<file path="src/rtl/mbus_pkg.sv">
package mbus_pkg;

    typedef enum logic [1:0] {
        PH_IDLE = 2'd0,
        PH_ADDR = 2'd1,
        PH_STRB = 2'd2,
        PH_RCVR = 2'd3
    } phase_t;

endpackage

</file>
<file path="src/rtl/mbus_seq.sv">
module mbus_seq
    import mbus_pkg::*;
#(
    parameter int ADW = 16
) (
    input  logic           clk,
    input  logic           rst_n,
    input  logic           req_valid,
    input  logic           req_write,
    input  logic           req_word,
    input  logic [ADW-1:0] req_addr,
    input  logic [ADW-1:0] req_wdata,
    input  logic           dyn_width_en,
    input  logic           bus_width_n,
    output phase_t         phase,
    output logic           lat_write,
    output logic           lat_word,
    output logic [ADW-1:0] lat_addr,
    output logic [ADW-1:0] lat_wdata,
    output logic           cur_a0,
    output logic           wid8,
    output logic           done
);

    phase_t state_q, state_d;
    logic   wid8_q;
    logic   second_q;
    logic   done_q;
    logic   live_w8;
    logic   split_more;

    assign live_w8    = dyn_width_en && !bus_width_n;
    assign split_more = lat_word && wid8_q && !second_q;

    // next state
    always_comb begin
        state_d = state_q;
        unique case (state_q)
            PH_IDLE: if (req_valid) state_d = PH_ADDR;
            PH_ADDR: state_d = PH_STRB;
            PH_STRB: state_d = PH_RCVR;
            PH_RCVR: state_d = split_more ? PH_ADDR : PH_IDLE;
        endcase
    end

    // state register
    always_ff @(posedge clk or negedge rst_n) begin
        if (!rst_n) state_q <= PH_IDLE;
        else        state_q <= state_d;
    end

    // request latch, width capture, split tracking, completion
    always_ff @(posedge clk or negedge rst_n) begin
        if (!rst_n) begin
            lat_write <= 1'b0;
            lat_word  <= 1'b0;
            lat_addr  <= '0;
            lat_wdata <= '0;
            wid8_q    <= 1'b0;
            second_q  <= 1'b0;
            done_q    <= 1'b0;
        end else begin
            done_q <= 1'b0;
            if (state_q == PH_IDLE && req_valid) begin
                lat_write <= req_write;
                lat_word  <= req_word;
                lat_addr  <= req_addr;
                lat_wdata <= req_wdata;
                second_q  <= 1'b0;
            end
            if (state_q == PH_ADDR && !second_q)
                wid8_q <= live_w8;
            if (state_q == PH_RCVR) begin
                if (split_more) second_q <= 1'b1;
                else            done_q   <= 1'b1;
            end
        end
    end

    assign phase  = state_q;
    assign wid8   = (state_q == PH_ADDR && !second_q) ? live_w8 : wid8_q;
    assign cur_a0 = lat_word ? second_q : lat_addr[0];
    assign done   = done_q;

endmodule

</file>
<file path="src/rtl/mbus_strobes.sv">
module mbus_strobes
    import mbus_pkg::*;
(
    input  phase_t phase,
    input  logic   cfg_ale_mode,
    input  logic   cfg_wr_mode,
    input  logic   lat_write,
    input  logic   lat_word,
    input  logic   cur_a0,
    input  logic   wid8,
    output logic   ale,
    output logic   adv_n,
    output logic   rd_n,
    output logic   wr_n,
    output logic   bhe_n,
    output logic   wrl_n,
    output logic   wrh_n
);

    logic active;
    logic in_strb;
    logic touch_hi;
    logic wr_pulse;

    always_comb begin
        active   = (phase != PH_IDLE);
        in_strb  = (phase == PH_STRB);
        touch_hi = wid8 ? cur_a0 : (lat_word || cur_a0);
        wr_pulse = in_strb && lat_write;

        ale   = cfg_ale_mode && (phase == PH_ADDR);
        adv_n = !(!cfg_ale_mode && active);
        rd_n  = !(in_strb && !lat_write);

        if (cfg_wr_mode) begin
            wr_n  = !wr_pulse;
            bhe_n = !(active && touch_hi);
            wrl_n = 1'b1;
            wrh_n = 1'b1;
        end else begin
            wr_n  = 1'b1;
            bhe_n = 1'b1;
            wrl_n = !(wr_pulse && (wid8 || !cur_a0));
            wrh_n = !(wr_pulse && !wid8 && touch_hi);
        end
    end

endmodule

</file>
<file path="src/rtl/mbus_lanes.sv">
module mbus_lanes
    import mbus_pkg::*;
#(
    parameter int ADW = 16
) (
    input  logic           clk,
    input  logic           rst_n,
    input  phase_t         phase,
    input  logic           lat_write,
    input  logic           lat_word,
    input  logic           cur_a0,
    input  logic           wid8,
    input  logic [ADW-1:0] lat_addr,
    input  logic [ADW-1:0] lat_wdata,
    input  logic [ADW-1:0] ad_in,
    output logic [ADW-1:0] ad_out,
    output logic           ad_oe_lo,
    output logic           ad_oe_hi,
    output logic [ADW-1:0] rd_data
);

    localparam int BW = ADW / 2;

    logic [BW-1:0]  addr_hi;
    logic [BW-1:0]  wbyte;
    logic [ADW-1:0] rd_q;

    assign addr_hi = lat_addr[ADW-1:BW];
    assign wbyte   = (lat_word && cur_a0) ? lat_wdata[ADW-1:BW] : lat_wdata[BW-1:0];

    always_comb begin
        ad_out   = '0;
        ad_oe_lo = 1'b0;
        ad_oe_hi = 1'b0;
        unique case (phase)
            PH_IDLE: ;
            PH_ADDR: begin
                ad_out   = {lat_addr[ADW-1:1], cur_a0};
                ad_oe_lo = 1'b1;
                ad_oe_hi = 1'b1;
            end
            PH_STRB: begin
                if (lat_write) begin
                    ad_oe_lo = 1'b1;
                    ad_oe_hi = 1'b1;
                    if (wid8)          ad_out = {addr_hi, wbyte};
                    else if (lat_word) ad_out = lat_wdata;
                    else               ad_out = {lat_wdata[BW-1:0], lat_wdata[BW-1:0]};
                end else begin
                    ad_oe_hi = wid8;
                    ad_out   = {addr_hi, {BW{1'b0}}};
                end
            end
            PH_RCVR: begin
                ad_oe_hi = wid8;
                ad_out   = {addr_hi, {BW{1'b0}}};
            end
        endcase
    end

    always_ff @(posedge clk or negedge rst_n) begin
        if (!rst_n) begin
            rd_q <= '0;
        end else if (phase == PH_STRB && !lat_write) begin
            if (wid8) begin
                if (!lat_word)   rd_q <= {{BW{1'b0}}, ad_in[BW-1:0]};
                else if (cur_a0) rd_q[ADW-1:BW] <= ad_in[BW-1:0];
                else             rd_q[BW-1:0]   <= ad_in[BW-1:0];
            end else begin
                if (lat_word)    rd_q <= ad_in;
                else if (cur_a0) rd_q <= {{BW{1'b0}}, ad_in[ADW-1:BW]};
                else             rd_q <= {{BW{1'b0}}, ad_in[BW-1:0]};
            end
        end
    end

    assign rd_data = rd_q;

endmodule

</file>
<file path="src/rtl/mbus_strobe_gen.sv">
module mbus_strobe_gen
    import mbus_pkg::*;
#(
    parameter int ADW = 16
) (
    input  logic           clk,
    input  logic           rst_n,
    input  logic           cfg_ale_mode,
    input  logic           cfg_wr_mode,
    input  logic           dyn_width_en,
    input  logic           req_valid,
    output logic           req_ready,
    input  logic           req_write,
    input  logic           req_word,
    input  logic [ADW-1:0] req_addr,
    input  logic [ADW-1:0] req_wdata,
    output logic           done,
    output logic [ADW-1:0] rd_data,
    input  logic           bus_width_n,
    input  logic [ADW-1:0] ad_in,
    output logic [ADW-1:0] ad_out,
    output logic           ad_oe_lo,
    output logic           ad_oe_hi,
    output logic           ale,
    output logic           adv_n,
    output logic           rd_n,
    output logic           wr_n,
    output logic           bhe_n,
    output logic           wrl_n,
    output logic           wrh_n
);

    phase_t         phase;
    logic           lat_write;
    logic           lat_word;
    logic [ADW-1:0] lat_addr;
    logic [ADW-1:0] lat_wdata;
    logic           cur_a0;
    logic           wid8;

    mbus_seq #(.ADW(ADW)) u_seq (
        .clk          (clk),
        .rst_n        (rst_n),
        .req_valid    (req_valid),
        .req_write    (req_write),
        .req_word     (req_word),
        .req_addr     (req_addr),
        .req_wdata    (req_wdata),
        .dyn_width_en (dyn_width_en),
        .bus_width_n  (bus_width_n),
        .phase        (phase),
        .lat_write    (lat_write),
        .lat_word     (lat_word),
        .lat_addr     (lat_addr),
        .lat_wdata    (lat_wdata),
        .cur_a0       (cur_a0),
        .wid8         (wid8),
        .done         (done)
    );

    mbus_strobes u_strobes (
        .phase        (phase),
        .cfg_ale_mode (cfg_ale_mode),
        .cfg_wr_mode  (cfg_wr_mode),
        .lat_write    (lat_write),
        .lat_word     (lat_word),
        .cur_a0       (cur_a0),
        .wid8         (wid8),
        .ale          (ale),
        .adv_n        (adv_n),
        .rd_n         (rd_n),
        .wr_n         (wr_n),
        .bhe_n        (bhe_n),
        .wrl_n        (wrl_n),
        .wrh_n        (wrh_n)
    );

    mbus_lanes #(.ADW(ADW)) u_lanes (
        .clk       (clk),
        .rst_n     (rst_n),
        .phase     (phase),
        .lat_write (lat_write),
        .lat_word  (lat_word),
        .cur_a0    (cur_a0),
        .wid8      (wid8),
        .lat_addr  (lat_addr),
        .lat_wdata (lat_wdata),
        .ad_in     (ad_in),
        .ad_out    (ad_out),
        .ad_oe_lo  (ad_oe_lo),
        .ad_oe_hi  (ad_oe_hi),
        .rd_data   (rd_data)
    );

    assign req_ready = (phase == PH_IDLE);

endmodule

</file>
<file path="config.mk">
export PLATFORM = sky130hd
export DESIGN_NAME = mbus_strobe_gen
export DESIGN_NICKNAME = d
export VERILOG_FILES = /design/src/rtl/mbus_pkg.sv /design/src/rtl/mbus_seq.sv /design/src/rtl/mbus_strobes.sv /design/src/rtl/mbus_lanes.sv /design/src/rtl/mbus_strobe_gen.sv
export SDC_FILE = /design/constraint.sdc
export NUM_CORES = 1
export LEC_CHECK = 0
export CORE_MARGIN = 8
export CORE_UTILIZATION = 37
export DETAILED_ROUTE_END_ITERATION = 10
export GPL_ROUTABILITY_DRIVEN = 1
export HOLD_SLACK_MARGIN = 0.12
export PLACE_DENSITY_LB_ADDON = 0.15
export SYNTH_ARGS = -nofsm -noshare
export SYNTH_HDL_FRONTEND = slang
export SYNTH_SLANG_ARGS = --single-unit
</file>
<file path="constraint.sdc">
create_clock -name clk -period 2.34 [get_ports clk]
set_clock_uncertainty 0.2 [all_clocks]
set_input_delay 0.351 -clock clk [delete_from_list [all_inputs] [get_ports clk]]
set_output_delay 0.351 -clock clk [all_outputs]
set_load 0.05 [all_outputs]
</file>
==> metrics.md <==
| Metric | Value |
|---|---|
| Outcome | `complete, but fails checks` |
| Failing checks | `setup timing` |
| IO Pins | `100` |
| Drt drc | `0` |
| Cell Area, Synth | `2870 µm²` |
| Grt ovf | `0` |
| Min Tclk post-route | `2530 ps` |
| Final setup margin | `-192 ps` |
| Insertion delay to the later sink of the worst-skew pair | `310 ps` |
| Period utilisation layout | `1.08` |
| CP cell instances | `ha_4, and4bb_4, a21oi_4, inv_2, a2111o_2, buf_8` |
| CP startpoint kind | `register` |
| Initial antenna violation count | `0` |
| Worst hold path type | `reg2reg` |
| Sink Count | `55` |
| DRT iter0 DRCs | `57` |
| Routability cong. | `0.800` |
| Nets | `443` |
| Chip height | `104 µm` |
| Critical Path AT | `1980 ps` |
| CP Class | `reg2out` |
| Lkg Pwr | `1.96 nW` |
| Die area | `10800 µm²` |
| 1st-pass router iterations | `4` |
| CTS tree | `done` |
| First-pass GRT wire length | `14000 µm` |
| Seq/Total Area, Yosys | `0.479` |
| Internal power | `4.20 mW` |
| Syn_nets | `319` |
| Sequential power share | `0.221` |
| Cells after synthesis | `257` |
| N_diodes | `0` |
| Max Root-Sink Buffers | `2` |
| PortBufs | `99` |
| Core area | `7610 µm²` |
| Dpl hpwl | `6240 µm` |
| Tot Pwr | `7.95 mW` |
| YS warnings | `0` |
| Initial Util | `0.378` |
| Die width | `104 µm` |
| CTS buffer count | `5` |
| Final TNS setup | `-1350 ps` |
| Standard-cell rows | `32` |
| WP buf/inv | `2` |
| Final core occ | `0.620` |
| Clock power frac | `0.066` |
| Largest net degree at the start of global routing | `36` |
| Final Slew Violations | `0` |
| Clk root buf | `clkbuf_8` |
| Yosys top cell area share | `0.479` |
| Detail Route Antenna Nets | `0` |
| Setup-failing EPs final | `10` |
| FMAX | `0.395 GHz` |
| Final WL | `8680 µm` |
| Fin Hold WS | `319 ps` |
| Fill cells | `648` |
| Net Sw Power | `3.75 mW` |
| MaxCap Viol Count | `0` |
| Seq cells post-synth | `55` |
| WP data required | `1790 ps` |
| Async SR Flop Fraction | `1.00` |
| Distinct cells, synth | `35` |
| Vias | `2461` |
| Critical Path Max Stage Delay | `450 ps` |
| Drt via density | `5.08` |
| Syn Area/Cell | `11.2 µm²` |
| Top cells by area, synth | `dfrtp_1, mux2_2, a22oi_1` |
| CP Capture Type | `output pin` |
| Area Overhead vs Synth | `64.2%` |
| Synth area leader | `dfrtp_1` |
| Final Hold Fails | `0` |
| Pwr dens | `1690 nW/µm²` |
| Number of synthesized flops with an enable pin | `0` |
| Ys flop type | `dfrtp_1` |
| Layout cells sized above 1 | `0.453` |
| Wirelength per Cell | `17.9 µm` |
| Slew @ Worst Pin | `612 ps` |
| Sw Ratio | `0.472` |
| VDD IR max | `1090 µV` |
| Worst path slowest cell | `dfrtp_2` |
| H-tree depth | `2` |
| Rel. slew slack | `0.592` |
| Logic pwr share | `0.713` |
| Vias in the first global route | `2608` |
| Clock-pin slew on the worst setup and hold paths | `100 ps` |
| RSZ-0062 raised after global routing | `yes` |
| CP Max Fanout | `3` |
| Delay-heaviest family, CP | `compound AO/OA/AOI/OAI gates` |
| Tot GR Track Use | `0.159` |
==> metrics by stage <==
stage / setup slack, ps / area, µm² / std cells
finish: -192 / 4720 / 484
CTS: -217 / 4620 / 485
global placement: -28.3 / 4290 / 465
global route: -250 / 4720 / 484
detailed placement: -79.7 / 4290 / 465
floorplan: -125 / 2920 / 257
==> worst reg2reg max path: cells and delay by family, from the launching register on <==
family | cells | cell delay, ps
flip-flops | 1 | 450
buffers and inverters | 2 | 380
AO/OA/AOI/OAI | 2 | 320
multiplexers | 1 | 280
AND/OR/NAND/NOR | 1 | 220
adder cells (fa/ha/maj) | 1 | 190
==> what timing repair did <==
item                                   CTS  global route
pin swaps                               10            10
setup buffers                           10             1
gates resized for setup                 38            27
setup endpoints to repair               21            22
cloned                                   1             0
hold buffers                             1             0
endpoints found under the hold margin   25             0
==> flip-flops by register name, indices dropped and copies added, names as in the netlist <==
register         flops
u_seq.done           1
u_seq.lat_addr      16
u_seq.lat_word       1
u_seq.wid8_q         1
u_lanes.rd_data     16
u_seq.second_q       1
u_seq.lat_write      1
u_seq.phase          2
u_seq.lat_wdata     16
==> cells in the mapped netlist, types with 2 or more instances <==
cell	n
and2_1	2
nand3_1	3
inv_1	11
a21oi_2	7
a31oi_1	2
nor2b_1	2
nand2b_1	5
nor2_1	27
ha_1	5
and3_1	8
o22ai_1	8
dfrtp_1	55
a21oi_1	10
clkbuf_1	10
mux2i_1	8
nand2_1	10
o21ai_0	2
a22oi_1	16
mux2_2	50
==> metal layers <==
layer	GRT usage	up-vias	part of all wire
li1	-	1154	-
met1	0.198	1216	0.42
met2	0.259	80	0.50
met3	0.0551	11	0.072
met4	0.0341	0	0.011
met5	0	-	0
==> power by group through the flow <==
stage	clock (mW)	sequential, mW	combinational, mW
2_1_floorplan	0	2.17	2.69
3_3_place_gp	0	1.73	5.06
3_5_place_dp	0	1.75	5.08
4_1_cts	0.539	1.74	5.52
5_1_grt	0.584	1.83	5.95
6_report	0.524	1.76	5.67
==> area by class of cell <==
cell class | count | area (µm²) | area share
multi-input combinational | 176 | 1630 | 0.347
timing repair buffer | 131 | 1450 | 0.306
sequential | 55 | 1380 | 0.292
tap | 102 | 128 | 0.0271
clock buffer | 6 | 72.6 | 0.0154
inverter | 12 | 45.0 | 0.00955
clock inverter | 2 | 12.5 | 0.00265
==> cells by family (layout without fill, tap and decap cells) <==
family	count (synthesis)	after routing	synth area share
AO/OA/AOI/OAI	53	53	0.138
flip-flops	55	55	0.479
adder cells (fa/ha/maj)	5	5	0.0218
multiplexers	58	58	0.224
AND/OR/NAND/NOR	60	60	0.101
buffers and inverters	26	151	0.0361
==> cells in the final DEF (no fill, tap or decap), types with 5 or more instances in the layout <==
cell type / count
nor2_1: 14
nand2_1: 6
mux2i_1: 8
a21oi_2: 6
a21oi_1: 10
a22oi_1: 5
a22oi_2: 11
mux2_2: 47
buf_12: 18
nor2_2: 10
clkbuf_8: 5
buf_6: 13
dfrtp_1: 53
clkdlybuf4s50_1: 72
and3_1: 8
buf_4: 25
inv_1: 9
o22ai_1: 8
==> final timing paths <==
kind | start | to | slack, ps | cells past startpoint
worst min register to register | u_seq.lat_addr[3] | u_seq.lat_addr[3] | 320 | 1
worst max-delay path | u_seq.phase[0] | bhe_n | -190 | 6
min in group asynchronous | rst_n | u_lanes.rd_data[1] | 370 | 2
worst min-delay path | u_seq.lat_addr[3] | u_seq.lat_addr[3] | 320 | 1
worst max register to register | u_seq.phase[0] | u_lanes.rd_data[0] | 200 | 7
max in group asynchronous | rst_n | u_seq.second_q | 960 | 3
Note: power is estimated with default switching activity, not from simulation.
